File: src/rtl/wkup_pkg.sv
package wkup_pkg;

  localparam int unsigned DBC_CNT_W = 16;

  typedef logic [DBC_CNT_W-1:0] dbc_cnt_t;

  // Number of consecutive asserting edges required for a debounce code.
  function automatic dbc_cnt_t dbc_len(input logic [2:0] code);
    dbc_cnt_t len;
    case (code)
      3'd1:    len = dbc_cnt_t'(3);
      3'd2:    len = dbc_cnt_t'(32);
      3'd3:    len = dbc_cnt_t'(512);
      3'd4:    len = dbc_cnt_t'(4096);
      3'd5:    len = dbc_cnt_t'(32768);
      default: len = dbc_cnt_t'(1);
    endcase
    return len;
  endfunction

endpackage

File: src/rtl/wkup_level_map.sv
module wkup_level_map #(
  parameter int unsigned N_IN = 16
) (
  input  logic [N_IN-1:0] wk_in,
  input  logic [N_IN-1:0] en_mask,
  input  logic [N_IN-1:0] lvl_mask,
  output logic [N_IN-1:0] act_vec,
  output logic            any_act
);

  // Per-line qualification: enabled and at the programmed level.
  for (genvar g = 0; g < N_IN; g++) begin : g_line
    assign act_vec[g] = en_mask[g] & ~(wk_in[g] ^ lvl_mask[g]);
  end

  assign any_act = |act_vec;

endmodule

File: src/rtl/wkup_dbc_timer.sv
module wkup_dbc_timer
  import wkup_pkg::*;
(
  input  logic       clk,
  input  logic       rst_n,
  input  logic       any_act,
  input  logic [2:0] dbc_sel,
  output logic       trig
);

  dbc_cnt_t cnt_q, cnt_d;
  logic     cnt_en;
  logic     fired_q, fired_d;
  dbc_cnt_t len_m1;

  assign len_m1 = dbc_len(dbc_sel) - dbc_cnt_t'(1);

  // Next-state logic
  always_comb begin
    trig   = any_act & ~fired_q & (cnt_q >= len_m1);
    cnt_en = any_act | (cnt_q != '0);
    if (!any_act) begin
      cnt_d = '0;
    end else if (cnt_q != '1) begin
      cnt_d = cnt_q + dbc_cnt_t'(1);
    end else begin
      cnt_d = cnt_q;
    end
    fired_d = any_act & (fired_q | trig);
  end

  // Registers
  always_ff @(posedge clk or negedge rst_n) begin
    if (!rst_n) begin
      cnt_q <= '0;
    end else if (cnt_en) begin
      cnt_q <= cnt_d;
    end
  end

  always_ff @(posedge clk or negedge rst_n) begin
    if (!rst_n) begin
      fired_q <= 1'b0;
    end else begin
      fired_q <= fired_d;
    end
  end

endmodule

File: src/rtl/wkup_status.sv
module wkup_status #(
  parameter int unsigned N_IN = 16
) (
  input  logic            clk,
  input  logic            rst_n,
  input  logic            trig,
  input  logic [N_IN-1:0] act_vec,
  input  logic            sts_rd,
  output logic            wake_req,
  output logic            wake_flag,
  output logic [N_IN-1:0] wake_snap
);

  logic            flag_d;
  logic            flag_en;

  always_comb begin
    flag_en = trig | sts_rd;
    flag_d  = trig | (wake_flag & ~sts_rd);
  end

  always_ff @(posedge clk or negedge rst_n) begin
    if (!rst_n) begin
      wake_req <= 1'b0;
    end else begin
      wake_req <= trig;
    end
  end

  always_ff @(posedge clk or negedge rst_n) begin
    if (!rst_n) begin
      wake_flag <= 1'b0;
    end else if (flag_en) begin
      wake_flag <= flag_d;
    end
  end

  always_ff @(posedge clk or negedge rst_n) begin
    if (!rst_n) begin
      wake_snap <= '0;
    end else if (trig) begin
      wake_snap <= act_vec;
    end
  end

endmodule

File: src/rtl/wkup_debounce.sv
module wkup_debounce #(
  parameter int unsigned N_IN = 16
) (
  input  logic            clk,
  input  logic            rst_n,
  input  logic [N_IN-1:0] wk_in,
  input  logic [N_IN-1:0] en_mask,
  input  logic [N_IN-1:0] lvl_mask,
  input  logic [2:0]      dbc_sel,
  input  logic            sts_rd,
  output logic            wake_req,
  output logic            wake_flag,
  output logic [N_IN-1:0] wake_snap
);

  logic [N_IN-1:0] act_vec;
  logic            any_act;
  logic            trig;

  wkup_level_map #(.N_IN(N_IN)) u_map (
    .wk_in    (wk_in),
    .en_mask  (en_mask),
    .lvl_mask (lvl_mask),
    .act_vec  (act_vec),
    .any_act  (any_act)
  );

  wkup_dbc_timer u_timer (
    .clk     (clk),
    .rst_n   (rst_n),
    .any_act (any_act),
    .dbc_sel (dbc_sel),
    .trig    (trig)
  );

  wkup_status #(.N_IN(N_IN)) u_sts (
    .clk       (clk),
    .rst_n     (rst_n),
    .trig      (trig),
    .act_vec   (act_vec),
    .sts_rd    (sts_rd),
    .wake_req  (wake_req),
    .wake_flag (wake_flag),
    .wake_snap (wake_snap)
  );

endmodule

File: config.mk
export PLATFORM = sky130hd
export DESIGN_NAME = wkup_debounce
export DESIGN_NICKNAME = d
export VERILOG_FILES = /design/src/rtl/wkup_pkg.sv /design/src/rtl/wkup_level_map.sv /design/src/rtl/wkup_dbc_timer.sv /design/src/rtl/wkup_status.sv /design/src/rtl/wkup_debounce.sv
export SDC_FILE = /design/constraint.sdc
export NUM_CORES = 1
export LEC_CHECK = 0
export ABC_AREA = 1
export BUFFER_PORTS_ARGS = -buffer_cell sky130_fd_sc_hd__buf_2
export CAP_MARGIN = 0
export CELL_PAD_IN_SITES_DETAIL_PLACEMENT = 2
export CELL_PAD_IN_SITES_GLOBAL_PLACEMENT = 2
export CORE_MARGIN = 5
export CORE_UTILIZATION = 28
export DETAILED_ROUTE_END_ITERATION = 10
export GPL_TIMING_DRIVEN = 1
export PLACE_DENSITY_LB_ADDON = 0.1
export SLEW_MARGIN = 20
export SYNTH_ARGS = -nofsm -noshare
export SYNTH_HDL_FRONTEND = slang
export SYNTH_SLANG_ARGS = --single-unit
export TNS_END_PERCENT = 50
File: constraint.sdc
create_clock -name clk -period 2.29 [get_ports clk]
set_input_delay 0 -clock clk [delete_from_list [all_inputs] [get_ports clk]]
set_output_delay 0 -clock clk [all_outputs]
set_load 0.03 [all_outputs]
# --- Word level (Yosys, flattened, before mapping) ---
# Index checks and enable logic that the tools add are counted.
# W data, S select, Z words.
classes:
  n_eq_ne: 7
  n_mux: 3
  order_cmp: 1
  add_sub_neg: 2
  reduce_logical: 3
  bitwise: 58
ops:
  columns: ["cell", "count"]
  rows:
  - ["$pmux W16 S5", 1]
  - ["$mux W16", 2]
  - ["$and A1 B1 Y1", 20]
  - ["$not A1 Y1", 18]
  - ["$add A16 B1 Y16 const B", 1]
  - ["$ge A16 B16 Y1", 1]
  - ["$ne A16 B16 Y1 const B", 1]
  - ["$reduce_bool A16 Y1", 1]
  - ["$reduce_or A16 Y1", 1]
  - ["$sub A16 B1 Y16 const B", 1]
  - ["$xor A1 B1 Y1", 16]
  - ["$eq A3 B2 Y1 const B", 2]
  - ["$eq A3 B3 Y1 const B", 2]
  - ["$or A1 B1 Y1", 4]
  - ["$eq A3 B1 Y1 const B", 1]
  - ["$ne A2 B2 Y1 const B", 1]
  - ["$reduce_and A2 Y1", 1]
word_totals:
  in_bits: 54
  out_inout_bits: 18
  reg_bits: 35

# --- Logic depth before layout (Yosys ltp) ---
logic_depth:
  depth_word: 8
  depth_mapped: 17
  ltp_nobuf: 16

# --- Cells and area by module ---
# Synthesis repeated with hierarchy kept, for this count alone.
unflattened:
  hier_cells: 419
  area_unflattened_um2: 2798.9
modules_own_cells:
  columns: ["module", "cells_per_inst", "area_each_um2", "instances"]
  rows:
  - ["wkup_dbc_timer", 231, 1591.5, 1]
  - ["wkup_status", 73, 700.7, 1]
  - ["wkup_level_map", 115, 506.7, 1]

# --- Worst setup path after synthesis ---
# No wires, ideal clock.
synth_path:
  path_type: "input -> register"
  startpoint: "in dbc_sel[1]"
  endpoint: "reg u_sts.wake_snap[0]"
  cell_stages: 15
  t_arrival_ps: 2342
  path_slack_ps: -170
  setup_time_ps: 118
  cell_sequence: "inv_1 > ha_1 > a31oi_1 > ha_1 > o311ai_1 > xor2_1 > ha_1 > nand2_1 > nor3_1 > nand3_1 > nand3_2 > nand3_2 > buf_6 > nand2_1 > nand2_1"
synth_between:
  elab_chain_cells: 5
  word_cells_on_any_way: 9
synth_rtl:
  columns: ["element", "line", "text"]
  rows:
  - ["start: declaration", "wkup_debounce.sv:9", "input logic [2:0] dbc_sel,"]
  - ["$eq A3 B3 Y1, or another cell as far along", "wkup_pkg.sv:10", "case (code)"]
  - ["$pmux W16 S5 (*)", "wkup_pkg.sv:10", null]
  - ["$sub A16 B1 Y16 (*)", "wkup_dbc_timer.sv:16", "assign len_m1 = dbc_len(dbc_sel) - dbc_cnt_t'(1);"]
  - ["$ge A16 B16 Y1 (*)", "wkup_dbc_timer.sv:20", "trig = any_act & ~fired_q & (cnt_q >= len_m1);"]
  - ["$and A1 B1 Y1 (*)", "wkup_dbc_timer.sv:20", null]
  - ["end signal: assignment", "wkup_status.sv:42", "wake_snap <= act_vec;"]
  - ["end: declaration", "wkup_status.sv:11", "output logic [N_IN-1:0] wake_snap"]
# Every way passes the cells marked *; elsewhere a longest branch is shown, timed or not.
# A chain may end at the register's enable or synchronous reset.

# --- Worst setup path in the final report ---
layout_path:
  startpoint: "in dbc_sel[1]"
  endpoint: "reg u_sts.wake_snap[13]"
# Same word-level chain as after synthesis.

==> results by stage <==
Clocking:
- The clock passes through at most 2 buffers.
- The cell sitting at the root of the clock tree is a sky130_fd_sc_hd__clkbuf_8.
- The CTS tree is done.
- The number of setup buffers added after CTS is 0.
- CTS built an H-tree with a depth of 2.
- Clock-pin slew was measured on the worst setup and hold paths at 80 ps.
- The number of buffers created by CTS is 5.
- At the later pin of the worst-skew pair, clock insertion delay measures roughly 290 ps.
- The clock sink total is 35.

Setup path:
- The type of destination of the critical path is a register.
- At the worst endpoint, the required time is 2480 ps.
- The reg-to-reg endpoint is u_sts.wake_snap[13].
- Setup slack on the worst reg-to-reg path comes out at 360 ps.
- In this run the worst path has a maximum fanout of 9.
- The largest single stage delay on the critical path is 320 ps.
- The worst setup path category is in2reg.
- The startpoint of the lowest-slack register-to-register path is u_timer.cnt_q[7].
- The cell count of the worst reg-to-reg path is 10.
- The cell with the largest stage delay on the worst path is sky130_fd_sc_hd__ha_1.
- The kind of launch point of the worst setup path is a primary input.
- For the worst setup path, the data arrival time is 2310 ps.
- Traced cell by cell, the critical path runs through buf_2, clkinvlp_4, ha_4, a31oi_4, ha_4, o311ai_4, xor2_1, ha_1, nand2_2, nor3_2, nand3_1, nand3_4, nand3_2, nand2_1, nand2_1.

Global route:
- The number of global-route vias before repair came to 3270.
- Entering global routing, the biggest net connects 36 pins.
- After global routing the overflow that remains totals 0.
- The global-route wire length before repair is 15300 µm.
- In the global route stage, overall resource usage came out at 0.161.
- The number of antenna violations at the first check in global routing is 0.

Route:
- The antenna violation net count after detailed routing is 0.
- The routed design has 9350 µm of wire.
- The first routing iteration left 57 violations.
- Before antenna repair, the detailed router went through 3 iterations.
- The total via count after detailed routing is 2981.
- After detailed routing, the number of remaining DRC violations is 0.
- The post-detailed-route via-to-cell ratio is 4.61.
- After detailed routing, the average wire length per cell comes to around 14 µm.

Floorplan:
- The initial utilization of the core area, before any placement, comes to 0.287.
- The area of the placeable core is just under 10000 µm².
- Measured along the x axis, the die boundary spans 110 µm.
- From bottom edge to top edge, the die measures around 110 µm.
- The area enclosed by the die boundary is roughly 12000 µm².
- The count of standard-cell rows is 36.
- The I/O pin count is 72.

Yosys:
- The net count of the mapped netlist is 494.
- The synthesized netlist occupies a cell area of roughly 2800 µm².
- A synthesized cell averages about 6.7 µm².
- Synthesis instantiated 29 different standard cells from the library.
- The part of the Yosys area used for sequential elements is 0.312.
- The number of standard cells after synthesis is about 420.
- During synthesis, Yosys emitted a total of 0 warnings.
- The number of storage elements in the synthesis netlist is 35.

Timing:
- The worst pin sits at a relative slew slack of 0.454.
- The period utilization is 0.928.
- Setup repair after global routing could not meet its margin everywhere.
- The number of failing setup endpoints in the final timing report is 0.
- For the pin with the worst max-slew slack, the measured transition is between 800 and 900 ps.
- The number of max-slew violations in the final report is 0.
- The final worst clock skew is 3.11 ps.
- The highest clock frequency the design can meet is 471 MHz.
- The worst hold slack is between 80 and 90 ps.
- The shortest period the worst path allows is 2130 ps.
- The hold violation count in the final report is 0.

Layout:
- The net count of the finished layout is 587.
- In the layout the commonest cells are 138 x sky130_fd_sc_hd__nand2_1, 81 x sky130_fd_sc_hd__inv_1, 71 x sky130_fd_sc_hd__buf_2.
- The commonest non-fill, non-tap cell in the layout is sky130_fd_sc_hd__nand2_1.
- The area growth from synthesis to final layout is 29.5%.
- The share of post-route cells with drive strength above 1 is 0.238.
- The end-of-flow core utilization is 0.372.
- The number of diodes is 0.

Place:
- The estimated wirelength of the detail-placed design is 7900 µm.
- The congestion estimate from routability-driven global placement came to 0.778.
- Input and output buffers added on the ports amount to 71.

Hold path:
- The worst hold endpoint is u_sts.wake_snap[7].
- In this run the most critical hold path is launched from en_mask[7].
- The type of the worst min-delay path is in2reg.
- Counting instances, the worst hold path has a depth of 5.

Power and ir drop:
- The worst ir drop on vdd is 0.281 mV.
- The power density normalized to cell area is 766 nW/µm².
- The standby leakage power is 2.22 nW.
- The design draws 2.78 mW.

Status:
- The flow ran to the end, and the final reports show no timing, DRC or antenna violations.

Run:
- The number of max-cap violations is 0.
-- what timing repair did --
action                                  CTS  global route
gates resized for setup                   0             1
hold buffers                              2             0
endpoints found under the hold margin    36             0
endpoints found under the setup margin    0             8
-- how the worst max path moves through the flow --
stage | start | to | slack (ps) | cells past startpoint
after floorplan | dbc_sel[1] | u_sts.wake_flag | 30 | 14
final | dbc_sel[1] | u_sts.wake_snap[13] | 160 | 15
after global routing | dbc_sel[1] | u_sts.wake_snap[1] | -5 | 16
after detailed placement | dbc_sel[1] | u_sts.wake_snap[0] | -180 | 15
after global placement | dbc_sel[1] | u_sts.wake_snap[13] | -70 | 15
after CTS | dbc_sel[1] | u_sts.wake_snap[2] | 140 | 15
-- sequential cells by signal, indices dropped and copies added (netlist names) --
signal / cells
u_sts.wake_flag: 1
u_timer.cnt_q: 16
u_timer.fired_q: 1
u_sts.wake_snap: 16
u_sts.wake_req: 1
-- metal layers --
metal,GRT usage,part of all wire
met5,0,0
met4,0.0396,0.012
met3,0.0361,0.043
met2,0.302,0.53
met1,0.184,0.41
-- per-stage QoR --
| step | setup WS [ps] | instance area (µm²) | setup TNS (ps) | cells |
|---|---|---|---|---|
| after global placement | -66.7 | 3510 | -1060 | 635 |
| after detailed placement | -176 | 3510 | -2850 | 635 |
| after CTS | 135 | 3620 | 0 | 645 |
| final | 165 | 3630 | 0 | 646 |
| after floorplan | 31.1 | 2900 | 0 | 419 |
| after global routing | -4.58 | 3630 | -5.59 | 646 |
-- power by group --
| part | leakage (nW) | total, mW | internal (mW) | switching [mW] |
|---|---|---|---|---|
| logic | 1.71 | 1.34 | 0.470 | 0.872 |
| clock network | 0.0412 | 0.458 | 0.213 | 0.245 |
| registers | 0.467 | 0.981 | 0.795 | 0.186 |
-- layout make-up --
cell class | count | area (µm²)
timing repair buffer | 89 | 499
sequential | 35 | 876
clock inverter | 2 | 12.5
fill | 1220 | 6140
clock buffer | 6 | 72.6
inverter | 84 | 319
tap | 133 | 166
multi-input combinational | 297 | 1690
-- synth_stat cells --
| master | number | share of area |
|---|---|---|
| sky130_fd_sc_hd__nand2_1 | 139 | 0.19 |
| sky130_fd_sc_hd__inv_1 | 83 | 0.11 |
| sky130_fd_sc_hd__nand3_1 | 49 | 0.087 |
| sky130_fd_sc_hd__dfrtp_1 | 35 | 0.31 |
| sky130_fd_sc_hd__nor2_1 | 29 | 0.039 |
| sky130_fd_sc_hd__ha_1 | 21 | 0.094 |
| sky130_fd_sc_hd__xor2_1 | 10 | 0.031 |
| sky130_fd_sc_hd__nor3_1 | 9 | 0.016 |
| sky130_fd_sc_hd__a21oi_1 | 6 | 0.011 |
| sky130_fd_sc_hd__nand2_2 | 4 | 0.0089 |
| sky130_fd_sc_hd__nand4_1 | 4 | 0.0089 |
| sky130_fd_sc_hd__a31oi_1 | 3 | 0.0067 |
| sky130_fd_sc_hd__nand3_2 | 3 | 0.011 |
| sky130_fd_sc_hd__nor4_1 | 3 | 0.0067 |
| sky130_fd_sc_hd__o21ai_0 | 3 | 0.0054 |
| sky130_fd_sc_hd__buf_2 | 2 | 0.0036 |
| sky130_fd_sc_hd__buf_6 | 2 | 0.0080 |
| sky130_fd_sc_hd__nor2_4 | 2 | 0.0080 |
| sky130_fd_sc_hd__xnor2_1 | 2 | 0.0062 |
| sky130_fd_sc_hd__a21o_1 | 1 | 0.0027 |
| sky130_fd_sc_hd__a31o_2 | 1 | 0.0031 |
| sky130_fd_sc_hd__inv_2 | 1 | 0.0013 |
| sky130_fd_sc_hd__nand2_4 | 1 | 0.0040 |
| sky130_fd_sc_hd__nand3_4 | 1 | 0.0062 |
| sky130_fd_sc_hd__nand3b_1 | 1 | 0.0027 |
| sky130_fd_sc_hd__nor2_8 | 1 | 0.0071 |
| sky130_fd_sc_hd__nor3_2 | 1 | 0.0036 |
| sky130_fd_sc_hd__o21ai_4 | 1 | 0.0058 |
| sky130_fd_sc_hd__o311ai_1 | 1 | 0.0031 |
-- cell families after synthesis --
group	after synthesis	share of synthesized area
AOI/OAI and AO/OA	16	0.0375
xor gates and xnor gates	12	0.0375
buffers and inverters	88	0.124
and+or+nand+nor	247	0.395
adders and majority gates	21	0.0937
DFF	35	0.312
-- critical path, delay by kind of cell --
kind                     cells  cell delay (ps)
XOR/XNOR                     1              180
adder cells (fa/ha/maj)      3              750
buffers and inverters        2              210
AO/OA/AOI/OAI                2              280
AND/OR/NAND/NOR              7              890
Note: power is estimated with default switching activity, not from simulation.
